--- config.mk ---
export PLATFORM = sky130hd
export DESIGN_NAME = chg_seq_ctrl
export DESIGN_NICKNAME = d
export VERILOG_FILES = /design/src/rtl/chg_seq_pkg.sv /design/src/rtl/chg_sync.sv /design/src/rtl/chg_sec_timer.sv /design/src/rtl/chg_fsm.sv /design/src/rtl/chg_seq_ctrl.sv
export SDC_FILE = /design/constraint.sdc
export NUM_CORES = 1
export LEC_CHECK = 0
export BUFFER_PORTS_ARGS = -buffer_cell sky130_fd_sc_hd__buf_2
export CAP_MARGIN = 20
export CORE_AREA = 5 5 97 90
export CTS_CLUSTER_SIZE = 24
export DETAILED_ROUTE_END_ITERATION = 10
export DIE_AREA = 0 0 102 95
export SLEW_MARGIN = 5
export SYNTH_ARGS = -nofsm -noshare
export SYNTH_HDL_FRONTEND = slang
export SYNTH_SLANG_ARGS = --single-unit
--- constraint.sdc ---
create_clock -name clk -period 2.5 [get_ports clk]
set_input_delay 0.5 -clock clk [delete_from_list [all_inputs] [get_ports clk]]
set_output_delay 0.5 -clock clk [all_outputs]
set_load 0.005 [all_outputs]
--- src/rtl/chg_seq_pkg.sv ---
package chg_seq_pkg;

    typedef enum logic [2:0] {
        ST_INIT      = 3'd0,
        ST_PRE       = 3'd1,
        ST_CC        = 3'd2,
        ST_CV        = 3'd3,
        ST_DONE      = 3'd4,
        ST_TMR_FAULT = 3'd5,
        ST_TMP_FAULT = 3'd6,
        ST_OFF       = 3'd7
    } chg_state_e;

    typedef enum logic [1:0] {
        MD_OFF = 2'd0,
        MD_PRE = 2'd1,
        MD_CC  = 2'd2,
        MD_CV  = 2'd3
    } chg_mode_e;

    // Synchronized view of every pin the state logic reads.
    typedef struct packed {
        logic en;
        logic aux_good;
        logic vin_uv;
        logic th_cold;
        logic th_hot;
        logic die_hot;
        logic restart;
        logic term;
        logic at_cv;
        logic batt_low;
    } chg_flags_t;

    localparam int FLAG_W = $bits(chg_flags_t);

    function automatic chg_mode_e mode_of(chg_state_e s);
        case (s)
            ST_PRE:  return MD_PRE;
            ST_CC:   return MD_CC;
            ST_CV:   return MD_CV;
            default: return MD_OFF;
        endcase
    endfunction

    function automatic logic temp_bad(chg_flags_t f);
        return f.die_hot | f.th_hot | f.th_cold;
    endfunction

    function automatic logic pausable(chg_state_e s);
        return (s == ST_INIT) || (s == ST_PRE) || (s == ST_CC) ||
               (s == ST_CV) || (s == ST_DONE);
    endfunction

endpackage

--- src/rtl/chg_sync.sv ---
module chg_sync #(
    parameter int W      = 1,
    parameter int STAGES = 2
) (
    input  logic         clk,
    input  logic         rst,
    input  logic [W-1:0] d,
    output logic [W-1:0] q
);
    logic [W-1:0] stg [STAGES];

    always_ff @(posedge clk) begin
        if (rst) begin
            for (int i = 0; i < STAGES; i++) stg[i] <= '0;
        end else begin
            stg[0] <= d;
            for (int i = 1; i < STAGES; i++) stg[i] <= stg[i-1];
        end
    end

    assign q = stg[STAGES-1];
endmodule

--- src/rtl/chg_sec_timer.sv ---
module chg_sec_timer #(
    parameter int TW = 16
) (
    input  logic          clk,
    input  logic          rst,
    input  logic          clr,
    input  logic          run,
    input  logic          tick,
    input  logic [TW-1:0] lim,
    output logic [TW-1:0] cnt,
    output logic          expired
);
    assign expired = (cnt >= lim);

    always_ff @(posedge clk) begin
        if (rst || clr)
            cnt <= '0;
        else if (run && tick && !expired)
            cnt <= cnt + 1'b1;
    end
endmodule

--- src/rtl/chg_fsm.sv ---
module chg_fsm
    import chg_seq_pkg::*;
(
    input  logic       clk,
    input  logic       rst,
    input  chg_flags_t f,
    input  logic       pre_exp,
    input  logic       saf_exp,
    output chg_state_e st,
    output chg_mode_e  mode,
    output logic       pre_run,
    output logic       saf_run,
    output logic       tmr_clr
);
    chg_state_e nxt, ret, nxt_ret;

    always_comb begin
        nxt     = st;
        nxt_ret = ret;
        if (!f.en) begin
            nxt = ST_OFF;
        end else if (temp_bad(f) && pausable(st)) begin
            nxt     = ST_TMP_FAULT;
            nxt_ret = st;
        end else begin
            case (st)
                ST_OFF:  nxt = ST_INIT;
                ST_INIT: if (!f.vin_uv && f.aux_good)
                             nxt = f.batt_low ? ST_PRE : ST_CC;
                ST_PRE:  if (!f.batt_low)    nxt = ST_CC;
                         else if (pre_exp)   nxt = ST_TMR_FAULT;
                ST_CC:   if (saf_exp)        nxt = ST_TMR_FAULT;
                         else if (f.at_cv)   nxt = ST_CV;
                ST_CV:   if (f.term)         nxt = ST_DONE;
                         else if (saf_exp)   nxt = ST_TMR_FAULT;
                ST_DONE: if (f.restart)      nxt = ST_INIT;
                ST_TMP_FAULT:
                         if (!temp_bad(f))   nxt = (ret == ST_CV) ? ST_DONE : ret;
                default: nxt = st;
            endcase
        end
    end

    always_ff @(posedge clk) begin
        if (rst) begin
            st  <= ST_INIT;
            ret <= ST_INIT;
        end else begin
            st  <= nxt;
            ret <= nxt_ret;
        end
    end

    assign mode    = f.en ? mode_of(st) : MD_OFF;
    assign pre_run = (st == ST_PRE);
    assign saf_run = (st == ST_CC) || (st == ST_CV);
    assign tmr_clr = (st == ST_INIT) || (st == ST_OFF);
endmodule

--- src/rtl/chg_seq_ctrl.sv ---
module chg_seq_ctrl
    import chg_seq_pkg::*;
#(
    parameter int TW          = 16,
    parameter int PRE_SECS    = 1800,
    parameter int SYNC_STAGES = 2
) (
    input  logic          clk,
    input  logic          rst,
    input  logic          chg_en,
    input  logic          tick_1s,
    input  logic          batt_below_min,
    input  logic          batt_at_cv,
    input  logic          ichg_below_term,
    input  logic          batt_below_restart,
    input  logic          die_over_temp,
    input  logic          therm_hot,
    input  logic          therm_cold,
    input  logic          vin_uv,
    input  logic          aux_good,
    input  logic [TW-1:0] safety_secs,
    output logic [1:0]    chg_mode,
    output logic [2:0]    chg_status
);
    localparam logic [TW-1:0] PRE_LIM = PRE_SECS[TW-1:0];

    chg_flags_t raw, syn;
    chg_state_e st;
    chg_mode_e  mode;
    logic       pre_run, saf_run, tmr_clr, pre_exp, saf_exp;
    logic [TW-1:0] pre_cnt, saf_cnt;

    assign raw = chg_flags_t'({chg_en, aux_good, vin_uv, therm_cold, therm_hot,
                               die_over_temp, batt_below_restart, ichg_below_term,
                               batt_at_cv, batt_below_min});

    chg_sync #(.W(FLAG_W), .STAGES(SYNC_STAGES)) u_sync (
        .clk(clk), .rst(rst), .d(raw), .q(syn)
    );

    chg_fsm u_fsm (
        .clk(clk), .rst(rst), .f(syn), .pre_exp(pre_exp), .saf_exp(saf_exp),
        .st(st), .mode(mode), .pre_run(pre_run), .saf_run(saf_run), .tmr_clr(tmr_clr)
    );

    chg_sec_timer #(.TW(TW)) u_pre_tmr (
        .clk(clk), .rst(rst), .clr(tmr_clr), .run(pre_run), .tick(tick_1s),
        .lim(PRE_LIM), .cnt(pre_cnt), .expired(pre_exp)
    );

    chg_sec_timer #(.TW(TW)) u_saf_tmr (
        .clk(clk), .rst(rst), .clr(tmr_clr), .run(saf_run), .tick(tick_1s),
        .lim(safety_secs), .cnt(saf_cnt), .expired(saf_exp)
    );

    assign chg_mode   = mode;
    assign chg_status = st;
endmodule


==> impl_metrics.tcl <==
set metrics [dict create \
    cts.path.max_buffers 2 \
    drt_iter0_markers 89 \
    status "finished clean" \
    cp-start-kind "flip-flop" \
    p_clk_share_pct 42.1 \
    synth_flop_cell "dfxtp_1" \
    num_rows 31 \
    drv_slew 0 \
    ios 34 \
    cts_tree "yes" \
    synth_adder_area_share_pct 8.13 \
    die_h_um 95 \
    grt_max_degree 29 \
    grt_first_pass_wirelength_um 10300 \
    syn-instance-count 337 \
    drive_gt1_share_pct 19.9 \
    worstPathArrival_ns 2.57 \
    die_w_um 102 \
    muxShareOfSynthArea_pct 1.03 \
    ant_nets 0 \
    coreArea_um2 7720 \
    ir_worst_vdd_mv 0.309 \
    synthArstFlopShare_pct 0 \
    post_cts_resized 0 \
    cts_setup_buffers 0 \
    final_nets 425 \
    maxSlewHeadroom_pct 69.9 \
    rsz0062_at_grt "no" \
    reg2reg_depth 8 \
    drt-total-wl_um 5990 \
    overflow 0 \
    num_vias 2409 \
    dr_wl_met3_um 252 \
    wl_met1_um 3020 \
    post_drt_via_cell_ratio 5.01 \
    routabilityCongestion 0.820 \
    yosys_warnings 0 \
    synth_top_family_by_area "simple AND/OR/NAND/NOR gates" \
    power_density_nw_per_um2 648 \
    holdPathStages 2 \
    dieArea_um2 9690 \
    power_frac_comb_pct 13.0 \
    reg2reg_slack_ns 0.20 \
    cap_viol_max_count 0 \
    synth_area_leaders "dfxtp_1 40%, ha_1 8.1%, nor2b_1 4.9%" \
    switching_share_pct 26.9 \
    worstHoldStart "therm_hot" \
    post_synth_num_cell_types 48 \
    p_sw_uw 603 \
    pwr-share-seq_pct 44.9 \
    htree_levels 3 \
    path_max_fanout 9 \
    synth-compound-area-share_pct 13.0 \
    fmax_ghz 0.435 \
    drc 0 \
    leakage_uw 0.00146 \
    grtUsageTotal_pct 13.3 \
    clk_pin_slew_ns 0.07 \
    p_int_uw 1630 \
    synthXorXnorAreaFrac_pct 3.00 \
    hp-class "input port to flip-flop" \
    crit_required_ns 2.77 \
    cp.depth 8 \
    clk_latency_ns 0.33 \
    hold_violations 0 \
    cpPeakStageDelay_ns 0.50 \
    synthSimpleGateAreaFrac_pct 30.1 \
    end_kind "flip-flop" \
    avgSynthCellArea_um2 8.68 \
    crit_type "flip-flop to flip-flop" \
    holdPathEnd "u_sync.stg[0][5]" \
    firstDrtPassIters 4 \
    synth-seq-area-share_pct 39.7 \
    diodes 0 \
    synth_top_cell_area_share_pct 39.7 \
    top_layer_used "met4" \
    place_area_um2 3220 \
    finalWorstPathRequiredPeriod_ns 2.30 \
    ys_ff_latch 58 \
    synth_enable_flop_cells 0 \
    worst_pin_slew_ns 0.451 \
    first_global_vias 2286 \
    port_buffers 33 \
    initial_core_util_pct 37.9 \
    r2r_end "u_saf_tmr.cnt[13]" \
    cts.sinks 58 \
    synth_top_area_cell "dfxtp_1" \
    cts_root_buf "clkbuf_8" \
    crit_buf_inv 1 \
    antenna_found_initial 0 \
    numCtsBuffers 9 \
    power.total_uw 2240 \
    hold_buffers 0 \
    setup_viol 0 \
    r2r_start "u_saf_tmr.cnt[0]" \
    dp_hpwl_um 4410 \
    slowest_stage "or4_1" \
    met2_length_um 2640 \
    period_share_pct 92.0 \
    synthesis.nets 385 \
    fin_area_um2 3450 \
    area.growth.synth_to_final_pct 18.0 \
    syn_area_um2 2920 \
    hold_ws_ns 0.375 \
    cpLargestDelayFamily "simple AND/OR/NAND/NOR gates" \
    fin_skew_ns 0.00587 \
    worstPathCellList "inv_1, ha_1, nand2b_1, a2111oi_2, nand3b_4, nand3_2, or4_1, nand2_1" \
    wl_per_cell_um 12.4 \
]
## synth_stat cells (5+ instances only)
library cell / number
nor3_1: 8
or4_1: 8
nand3_1: 18
a31oi_1: 6
nand4_1: 8
xor2_1: 6
ha_1: 19
dfxtp_1: 58
nor2_1: 21
and3_1: 5
nand2b_1: 6
o21ai_0: 9
a21oi_1: 17
nand2_1: 30
inv_1: 24
and2_1: 8
clkbuf_1: 6
o211ai_1: 8
nor2b_1: 23
## area by class of cell
| class | count | area, um2 |
|---|---|---|
| repair buffers | 41 | 225 |
| multi-input cells | 243 | 1630 |
| clock buffers | 9 | 124 |
| fillers | 796 | 4270 |
| clock inverters | 7 | 93.8 |
| well taps | 99 | 124 |
| flip-flops and latches | 58 | 1160 |
| inverters | 24 | 90.1 |
## logic make-up after synthesis
kind of cell,Yosys count
AOI/OAI and AO/OA,56
and+or+nand+nor,155
buffers and inverters,36
adders and majority gates,19
muxes,3
xor gates and xnor gates,10
DFF,58
## metal layers
| metal | track usage, % | vias up |
|---|---|---|
| met5 | 0 | - |
| met4 | 5.68 | 0 |
| met3 | 3.77 | 8 |
| met2 | 19.8 | 42 |
| met1 | 18.0 | 1091 |
| li1 | - | 1268 |
## cell usage in the layout, fill, tap and decap left out, types with 2 or more instances in the layout
| cell | count |
|---|---|
| inv_1 | 24 |
| buf_2 | 33 |
| o211ai_1 | 8 |
| or4_1 | 8 |
| clkinv_2 | 2 |
| nand3_1 | 18 |
| buf_4 | 8 |
| nand2b_1 | 6 |
| a31oi_1 | 6 |
| clkinvlp_4 | 2 |
| and3_2 | 2 |
| a21oi_1 | 17 |
| mux2i_1 | 3 |
| nor2b_1 | 23 |
| a211oi_1 | 3 |
| xnor2_1 | 4 |
| nand2_1 | 30 |
| or3_1 | 2 |
| a41o_1 | 2 |
| nor2_1 | 21 |
| bufinv_16 | 2 |
| dfxtp_1 | 58 |
| nor2_2 | 4 |
| ha_1 | 19 |
| and2_1 | 8 |
| o21ai_0 | 9 |
| nor4_2 | 2 |
| and3_1 | 4 |
| clkbuf_8 | 9 |
| xor2_1 | 6 |
| a211o_1 | 2 |
| nand3_2 | 2 |
| nor3_1 | 8 |
| nand4_1 | 8 |
## state kept, by name, summed over array words and instances (netlist names)
name,count
u_sync.stg,20
u_pre_tmr.cnt,16
u_saf_tmr.cnt,16
u_fsm.ret,3
u_fsm.st,3
## power by group through the flow
stage               Combinational, uW  Clock, uW  Sequential [uW]
finish                            291        941             1000
floorplan                         221          0              998
CTS                               289        971             1000
global placement                  284          0             1030
detailed placement                287          0             1020
global route                      329       1010             1010
## stage by stage
step	util (%)	setup TNS, ns	worst slack (ns)	cells
2_1_floorplan	-	0	0.225	337
3_3_place_gp	41.7	-0.239	-0.0640	465
3_5_place_dp	41.7	-0.104	-0.0410	465
4_1_cts	44.5	0	0.139	481
5_1_grt	44.7	0	0.0216	481
6_report	44.7	0	0.200	481
## how the worst max path moves through the flow
stage                           from           endpoint  slack [ns]
global placement      safety_secs[0]        u_fsm.st[1]       -0.06
global route        u_saf_tmr.cnt[0]  u_saf_tmr.cnt[13]        0.02
detailed placement    safety_secs[0]        u_fsm.st[1]       -0.04
finish              u_saf_tmr.cnt[0]  u_saf_tmr.cnt[13]        0.20
CTS                 u_saf_tmr.cnt[0]  u_saf_tmr.cnt[13]        0.14
floorplan             safety_secs[7]  u_saf_tmr.cnt[14]        0.23
Note: power is estimated with default switching activity, not from simulation.
